--- src/rtl/arb_pkg.sv ---
package arb_pkg;

  typedef enum logic [1:0] {
    OWN_NONE  = 2'd0,
    OWN_LEFT  = 2'd1,
    OWN_RIGHT = 2'd2
  } owner_e;

  // Full-width word compare between the two ports.
  function automatic logic addr_eq(input logic [11:0] a, input logic [11:0] b);
    return (a == b);
  endfunction

  // New-contention decision from arrival history.
  // Only a right port that was there first beats the left port.
  function automatic owner_e pick_first(input logic l_was_there, input logic r_was_there);
    if (r_was_there && !l_was_there) return OWN_RIGHT;
    return OWN_LEFT;
  endfunction

  // Saturating increment used by the settle counters.
  function automatic int unsigned sat_inc(input int unsigned v, input int unsigned lim);
    return (v >= lim) ? lim : v + 1;
  endfunction

endpackage

--- src/rtl/arb_port_track.sv ---
module arb_port_track #(
  parameter int ADDR_W = 12
) (
  input  logic              clk,
  input  logic              rst_n,
  input  logic              en,
  input  logic [ADDR_W-1:0] addr,
  output logic              held
);
  logic              en_q;
  logic [ADDR_W-1:0] addr_q;

  always_ff @(posedge clk or negedge rst_n) begin
    if (!rst_n) begin
      en_q   <= 1'b0;
      addr_q <= '0;
    end else begin
      en_q   <= en;
      addr_q <= addr;
    end
  end

  // Port sat on this same word in the previous cycle.
  assign held = en && en_q && (addr == addr_q);
endmodule

--- src/rtl/arb_decide.sv ---
module arb_decide
  import arb_pkg::*;
(
  input  logic   clk,
  input  logic   rst_n,
  input  logic   master,
  input  logic   match,
  input  logic   l_held,
  input  logic   r_held,
  output logic   l_lose,
  output logic   r_lose,
  output owner_e owner_q
);
  owner_e win_now;

  always_comb begin
    if (!match)                 win_now = OWN_NONE;
    else if (owner_q != OWN_NONE) win_now = owner_q;
    else                        win_now = pick_first(l_held, r_held);
  end

  assign l_lose = match && (win_now == OWN_RIGHT);
  assign r_lose = match && (win_now == OWN_LEFT);

  always_ff @(posedge clk or negedge rst_n) begin
    if (!rst_n)       owner_q <= OWN_NONE;
    else if (!master) owner_q <= OWN_NONE;
    else              owner_q <= win_now;
  end
endmodule

--- src/rtl/arb_slave_gate.sv ---
module arb_slave_gate
  import arb_pkg::*;
#(
  parameter int SETTLE_CYC = 2
) (
  input  logic clk,
  input  logic rst_n,
  input  logic slave,
  input  logic held,
  input  logic busy_in_n,
  output logic ok
);
  localparam int CW = $clog2(SETTLE_CYC + 1);

  logic          imp_q;
  logic [CW-1:0] cnt_q;
  logic          changed;
  logic          settled;

  assign changed = (busy_in_n != imp_q);
  assign settled = (cnt_q == CW'(SETTLE_CYC));

  always_ff @(posedge clk or negedge rst_n) begin
    if (!rst_n) begin
      imp_q <= 1'b1;
      cnt_q <= '0;
    end else begin
      imp_q <= busy_in_n;
      if (!slave || !held || changed) cnt_q <= '0;
      else cnt_q <= CW'(sat_inc(int'(cnt_q), SETTLE_CYC));
    end
  end

  assign ok = slave && held && busy_in_n && !changed && settled;
endmodule

--- src/rtl/dp_contention_arb.sv ---
module dp_contention_arb
  import arb_pkg::*;
#(
  parameter int ADDR_W     = 12,
  parameter int SETTLE_CYC = 2
) (
  input  logic              clk,
  input  logic              rst_n,
  input  logic              master_mode,
  input  logic              l_en,
  input  logic [ADDR_W-1:0] l_addr,
  input  logic              l_wr_req,
  input  logic              r_en,
  input  logic [ADDR_W-1:0] r_addr,
  input  logic              r_wr_req,
  input  logic              busy_in_l_n,
  input  logic              busy_in_r_n,
  output logic              busy_l_n,
  output logic              busy_r_n,
  output logic              l_wr_ok,
  output logic              r_wr_ok
);
  localparam int NPORT = 2;

  logic              en_v   [NPORT];
  logic [ADDR_W-1:0] addr_v [NPORT];
  logic              req_v  [NPORT];
  logic              imp_v  [NPORT];
  logic              held_v [NPORT];
  logic              lose_v [NPORT];
  logic              sok_v  [NPORT];
  logic              busy_q [NPORT];
  logic              wok_v  [NPORT];

  // Named internal events for the checker.
  logic   match;
  logic   l_held, r_held, l_lose, r_lose, owner_none;
  owner_e owner_q;

  assign en_v[0] = l_en;     assign en_v[1] = r_en;
  assign addr_v[0] = l_addr; assign addr_v[1] = r_addr;
  assign req_v[0] = l_wr_req; assign req_v[1] = r_wr_req;
  assign imp_v[0] = busy_in_l_n; assign imp_v[1] = busy_in_r_n;

  assign match = l_en && r_en && addr_eq(12'(l_addr), 12'(r_addr));

  for (genvar p = 0; p < NPORT; p++) begin : g_port
    arb_port_track #(.ADDR_W(ADDR_W)) u_track (
      .clk(clk), .rst_n(rst_n), .en(en_v[p]), .addr(addr_v[p]), .held(held_v[p])
    );

    arb_slave_gate #(.SETTLE_CYC(SETTLE_CYC)) u_gate (
      .clk(clk), .rst_n(rst_n), .slave(!master_mode), .held(held_v[p]),
      .busy_in_n(imp_v[p]), .ok(sok_v[p])
    );

    always_ff @(posedge clk or negedge rst_n) begin
      if (!rst_n) busy_q[p] <= 1'b1;
      else        busy_q[p] <= !(master_mode && lose_v[p]);
    end

    assign wok_v[p] = master_mode ? (req_v[p] && en_v[p] && !lose_v[p])
                                  : (req_v[p] && en_v[p] && sok_v[p]);
  end

  assign l_held = held_v[0];
  assign r_held = held_v[1];

  arb_decide u_decide (
    .clk(clk), .rst_n(rst_n), .master(master_mode), .match(match),
    .l_held(l_held), .r_held(r_held), .l_lose(l_lose), .r_lose(r_lose),
    .owner_q(owner_q)
  );

  assign lose_v[0] = l_lose;
  assign lose_v[1] = r_lose;
  assign owner_none = (owner_q == OWN_NONE);

  assign busy_l_n = master_mode ? busy_q[0] : 1'b1;
  assign busy_r_n = master_mode ? busy_q[1] : 1'b1;
  assign l_wr_ok  = wok_v[0];
  assign r_wr_ok  = wok_v[1];
endmodule

--- config.mk ---
export PLATFORM = sky130hd
export DESIGN_NAME = dp_contention_arb
export DESIGN_NICKNAME = d
export VERILOG_FILES = /design/src/rtl/arb_pkg.sv /design/src/rtl/arb_port_track.sv /design/src/rtl/arb_decide.sv /design/src/rtl/arb_slave_gate.sv /design/src/rtl/dp_contention_arb.sv
export SDC_FILE = /design/constraint.sdc
export NUM_CORES = 1
export LEC_CHECK = 0
export BUFFER_PORTS_ARGS = -buffer_cell sky130_fd_sc_hd__buf_2
export CORE_MARGIN = 2
export CORE_UTILIZATION = 46
export CTS_CLUSTER_SIZE = 8
export DETAILED_ROUTE_END_ITERATION = 16
export PLACE_DENSITY = 0.77
export SLEW_MARGIN = 20
export SYNTH_ARGS = -nofsm -noshare
export SYNTH_HDL_FRONTEND = slang
export SYNTH_SLANG_ARGS = --single-unit
--- constraint.sdc ---
create_clock -name clk -period 1.48 [get_ports clk]
set_input_delay 0.148 -clock clk [delete_from_list [all_inputs] [get_ports clk]]
set_output_delay 0.148 -clock clk [all_outputs]
set_load 0.05 [all_outputs]
# [Word level (Yosys, flattened, before mapping)]
# Cells that the tools add are included.
[word_totals] regBits=36 latch_bits=0 ram_bits=0 rom_bits=0 input_bits=33 memories=0
[op_classes] n_addsub=2 mul=0 div_mod_pow=0 order_cmp=2 eq_ne=9 n_shift=0 mux=16 bitwise_logic=0 reduce_logical=39
[op_table] op="equality test 12 bit" count=3
[op_table] op="logical AND 1 bit" count=25
[op_table] op="2-to-1 mux 2 bit" count=9
[op_table] op="logical NOT 1 bit" count=9
[op_table] op="2-to-1 mux 1 bit" count=7
[op_table] op="equality test 2 bit, second input constant" count=3
[op_table] op="adder 2 x 1 -> 2 bit, second input constant" count=2
[op_table] op=">= comparator 2 bit, second input constant" count=2
[op_table] op="logical OR 1 bit" count=4
[op_table] op="equality test 2 x 1 -> 1 bit, second input constant" count=1
[op_table] op="inequality test 1 bit" count=2
[op_table] op="nonzero test 2 bit" count=1

# [Logic depth before layout (Yosys ltp)]
[logic_depth] ltp_word=15 ltp_mapped=5

# [Modules after synthesis]
# A second synthesis with hierarchy kept.
[unflattened] cells_unflattened=121 area_unflattened_um2=1536.5
[modules_own_cells] module="arb_port_track" instances=2 cells_per_inst=30 area_per_inst_um2=465.4
[modules_own_cells] module="dp_contention_arb" instances=1 cells_per_inst=30 area_per_inst_um2=251.5
[modules_own_cells] module="arb_slave_gate" instances=2 cells_per_inst=10 area_per_inst_um2=125.1
[modules_own_cells] module="arb_decide" instances=1 cells_per_inst=11 area_per_inst_um2=103.8

# [Least setup slack after synthesis]
# OpenSTA, ideal clock, no wires.
[synth_path] path_kind="register -> output" startpoint="register g_port[0].u_track.addr_q[6]" endpoint="output l_wr_ok" arrival_time_ps=2409 required_ps=1332 slack_ps=-1077 stages_incl_launch_ff=6 n_path_buf=0 path_cell_list="dfrtp_1 -> xnor2_1 -> nand4_1 -> nor4_1 -> o21bai_1 -> a211oi_1"
[synth_between] elab_chain_len=15
[synth_rtl] element="from (decl)" line="arb_port_track.sv:11" source="logic [ADDR_W-1:0] addr_q;"
[synth_rtl] element="from (signal assigned)" line="arb_port_track.sv:19" source="addr_q <= addr;"
[synth_rtl] element="equality test 12 bit (*)" line="arb_port_track.sv:24" source="assign held = en && en_q && (addr == addr_q);"
[synth_rtl] element="logical AND 1 bit (*)" line="arb_port_track.sv:24"
[synth_rtl] element="logical NOT 1 bit" line="arb_pkg.sv:17" source="if (r_was_there && !l_was_there) return OWN_RIGHT;"
[synth_rtl] element="logical AND 1 bit" line="arb_pkg.sv:17"
[synth_rtl] element="2-to-1 mux 1 bit" line="arb_pkg.sv:17"
[synth_rtl] element="2-to-1 mux 1 bit" line="arb_decide.sv:18" source="else if (owner_q != OWN_NONE) win_now = owner_q;"
[synth_rtl] element="2-to-1 mux 1 bit" line="arb_decide.sv:17" source="if (!match) win_now = OWN_NONE;"
[synth_rtl] element="2-to-1 mux 2 bit" line="arb_pkg.sv:18" source="return OWN_LEFT;"
[synth_rtl] element="2-to-1 mux 2 bit" line="arb_decide.sv:18"
[synth_rtl] element="2-to-1 mux 2 bit" line="arb_decide.sv:17"
[synth_rtl] element="equality test 2 bit" line="arb_decide.sv:22" source="assign l_lose = match && (win_now == OWN_RIGHT);"
[synth_rtl] element="logical AND 1 bit" line="arb_decide.sv:22"
[synth_rtl] element="logical NOT 1 bit" line="dp_contention_arb.sv:62" source="assign wok_v[p] = master_mode ? (req_v[p] && en_v[p] && !lose_v[p])"
[synth_rtl] element="logical AND 1 bit" line="dp_contention_arb.sv:62"
[synth_rtl] element="2-to-1 mux 1 bit (*)" line="dp_contention_arb.sv:62"
[synth_rtl] element="to (decl)" line="dp_contention_arb.sv:20" source="output logic l_wr_ok,"
# Every way passes the cells marked *; elsewhere a longest branch is shown, timed or not. The select of a mux whose other input is x is not followed.

# [Worst setup path after layout]
# Same ends and word-level chain as after synthesis.

==> impl_metrics.json <==
{
  "grt_pass1_wl_um": 5540,
  "drt_iter0_markers": 27,
  "nets": 229,
  "initial_core_util": 0.4854,
  "io_pins": 37,
  "r2r_end": "g_port[1].u_gate.cnt_q[0]",
  "finClkSkew_ns": 0.002600,
  "crit_buf_inv": 2,
  "r2r_cells": 6,
  "grt_usage": 0.2143,
  "synthCells": 117,
  "wl_per_cell_um": 14.07,
  "drcViolationCount": 0,
  "critPathMostFrequentCell": "buf_6",
  "place_hpwl_um": 2375,
  "hold_path_class": "primary input to flop",
  "grt_pass1_vias": 1250,
  "synth_edf_count": 0,
  "async_reset_ff_frac": 1.000,
  "synthDistinctLibCells": 25,
  "start_kind": "flop",
  "ys_dominant_reg_cell": "dfrtp_1",
  "crit_cells": 7,
  "fin_crit_sh": 1.492,
  "areaGrowthSynthToFinish_pct": 48.49,
  "slew_headroom": 0.7011,
  "synth_top_cell_by_area": "dfrtp_1",
  "synth.avg_cell_area_um2": 12.77,
  "cts_buffer_depth": 2,
  "p_leak_nw": 0.9756,
  "dp_slack_ns": -0.6224,
  "clkTransAtPathRegs_ns": 0.10,
  "clk_latency_ns": 0.34,
  "io_buffer_count": 36,
  "worstMarginPinSlew_ns": 0.4484,
  "vias_per_cell": 4.689,
  "final_cell_area_um2": 2218,
  "globalplace.congestion": 0.7774,
  "ys_seq_area_frac": 0.6064,
  "critPathMaxStageDelay_ns": 0.42,
  "p_per_area_nw_per_um2": 836.1,
  "fin_ws_ns": -0.7284,
  "rsz0062_at_grt": "yes",
  "cts_buffers": 5,
  "rows": 20,
  "vias": 1130,
  "core_area_um2": 3078,
  "path_cells": "xnor2_2 > nand4_1 > nor4_4 > buf_6 > o21bai_4 > a211oi_4 > buf_6",
  "clock_sinks": 36,
  "root_buffer": "clkbuf_4",
  "synthTopCellsByArea": "dfrtp_1 54%, xnor2_1 15%, xor2_1 7.6%, dfstp_2 7.0%, nand4_1 2.5%",
  "layout_min_cycle_time_ns": 2.208,
  "synthTopCellsByCount": "32 x dfrtp_1, 25 x xnor2_1, 13 x xor2_1, 6 x nand4_1, 6 x nor2_1",
  "failed_checks": "negative setup slack",
  "critPathMaxFanout": 4,
  "r2r_start": "g_port[1].u_track.addr_q[5]",
  "ctsHtreeMaxLevel": 2,
  "ir_drop_mv": 0.6223,
  "finalMaxSlewViolations": 0,
  "ant_nets": 0,
  "grt_overflow": 0,
  "num_antenna_cells": 0,
  "cts_tree": "built",
  "synth_fp_nets": 150,
  "cap_violations": 0,
  "critical_path_class": "flop to output pin",
  "cp.required_ns": 1.33,
  "synth-seq-cells": 36,
  "grt_max_degree": 37,
  "setup_violations": 9,
  "die_h_um": 60.99,
  "synth_warnings": 0,
  "synth_area_um2": 1494,
  "yosys.area.top_type_share": 0.5360,
  "crit_family": "simple AND/OR/NAND/NOR gates",
  "finalHoldViolCount": 0,
  "max_freq_mhz": 452.8,
  "endpoint_kind": "output pin",
  "firstDrtPassIters": 4,
  "crit_end": "l_wr_ok",
  "drive_gt1_frac": 0.4112,
  "crit_start": "g_port[0].u_track.addr_q[6]",
  "status": "complete, but fails checks",
  "die_w_um": 60.99,
  "worst_path_max_delay_cell": "dfrtp_1",
  "arrival_ns": 2.06,
  "place_area_um2": 1907,
  "antenna_found_initial": 0,
  "finalWirelength_um": 3390,
  "r2r_slack_ns": -0.36,
  "fp.dieArea_um2": 3720,
  "yosysMostFrequentCell": "dfrtp_1"
}
==> worst reg2reg max path, stage by stage, from the launching register on <==
cell and delay (ns):
dfrtp_1 0.41, xor2_2 0.17, nor4_4 0.30, nand4_1 0.17
buf_4 0.19, or3_4 0.37, nor3_2 0.17
==> layout make-up <==
cell class	count	area, um2
repair buffers	72	513.0
fillers	234	859.6
flip-flops and latches	36	905.9
well taps	44	55.05
inverters	1	3.754
clock buffers	8	48.80
multi-input cells	80	691.9
==> placed cells by master (no fill, tap or decap) <==
cell	n
nand4b_1	1
xor2_1	12
buf_6	4
and2_1	1
o211a_2	1
nand2_1	1
o21bai_1	1
a211oi_4	1
nor3_1	2
o21ba_2	1
nor4_4	2
xnor2_2	1
nand2_2	1
buf_2	34
xnor2_1	24
or3_4	1
inv_1	1
nand3_1	3
dlygate4sd3_1	17
and4b_1	1
dfrtp_1	32
and3_1	1
nand4_1	6
o21bai_4	1
or2_0	1
a21oi_2	2
xor2_2	1
nor4_2	1
or2_1	1
nor3_2	2
or4_4	1
nor2_1	6
dfstp_2	4
nand2_4	1
buf_4	17
clkbuf_4	5
nand2b_1	2
clkbuf_1	3
==> worst min-delay path by stage <==
stage | from | to | slack, ns | cells after the start
final | r_addr[0] | g_port[1].u_track.addr_q[0] | 0.04 | 2
after global routing | r_addr[0] | g_port[1].u_track.addr_q[0] | 0.01 | 2
after CTS | r_addr[0] | g_port[1].u_track.addr_q[0] | 0.02 | 2
after detailed placement | rst_n | g_port[1].u_track.addr_q[9] | 0.21 | 2
after global placement | rst_n | g_port[0].u_track.addr_q[4] | 0.20 | 2
after floorplan | rst_n | g_port[0].u_gate.cnt_q[0] | -0.15 | 0
==> stage by stage <==
stage            util  TNS (ns)  cells  power, mW  hold WS [ns]
6_report       0.7207    -2.917    241      1.855       0.03557
3_3_place_gp   0.6195    -3.114    216      1.308        0.1972
5_1_grt        0.7207    -3.663    241      1.949       0.01363
4_1_cts        0.7041    -2.851    241      1.867       0.01760
2_1_floorplan       -   -0.6281    117      1.169       -0.1476
3_5_place_dp   0.6195    -3.644    216      1.322        0.2120
==> flip-flops by register name, summed over array words and instances (netlist names) <==
name	flops
u_decide.owner_q	2
g_port.u_track.en_q	2
busy_q	2
g_port.u_track.addr_q	24
g_port.u_gate.imp_q	2
g_port.u_gate.cnt_q	4
==> what timing repair did <==
item | in CTS | in global routing
endpoints found under the hold margin | 48 | 0
cloned | 0 | 0
setup endpoints to repair | 9 | 10
pin swaps | 14 | 5
setup buffers | 1 | 0
gates resized for setup | 10 | 9
hold buffers | 17 | 0
==> metal layers <==
layer,global-route usage,part of all wire,vias up,wire length (um)
met4,0.07453,0.014,0,47
met3,0.06823,0.041,6,138
met5,0,0,-,0
li1,-,-,552,-
met1,0.2559,0.42,547,1415
met2,0.3656,0.53,25,1788
==> where the power goes <==
group	internal (mW)	switching, mW	total, mW
clock network	0.189	0.310	0.500
logic	0.164	0.147	0.311
registers	1.02	0.0201	1.04
total	1.38	0.477	1.85
==> logic make-up (layout without fill, tap and decap cells) <==
group	after synthesis	count (layout)	share of synthesized area
flops	36	36	0.6064
compound gates	7	7	0.03518
xor+xnor	38	38	0.2228
buf+inv	1	81	0.002510
simple gates	35	35	0.1332
No activity file was read; power rests on OpenSTA's default activity.
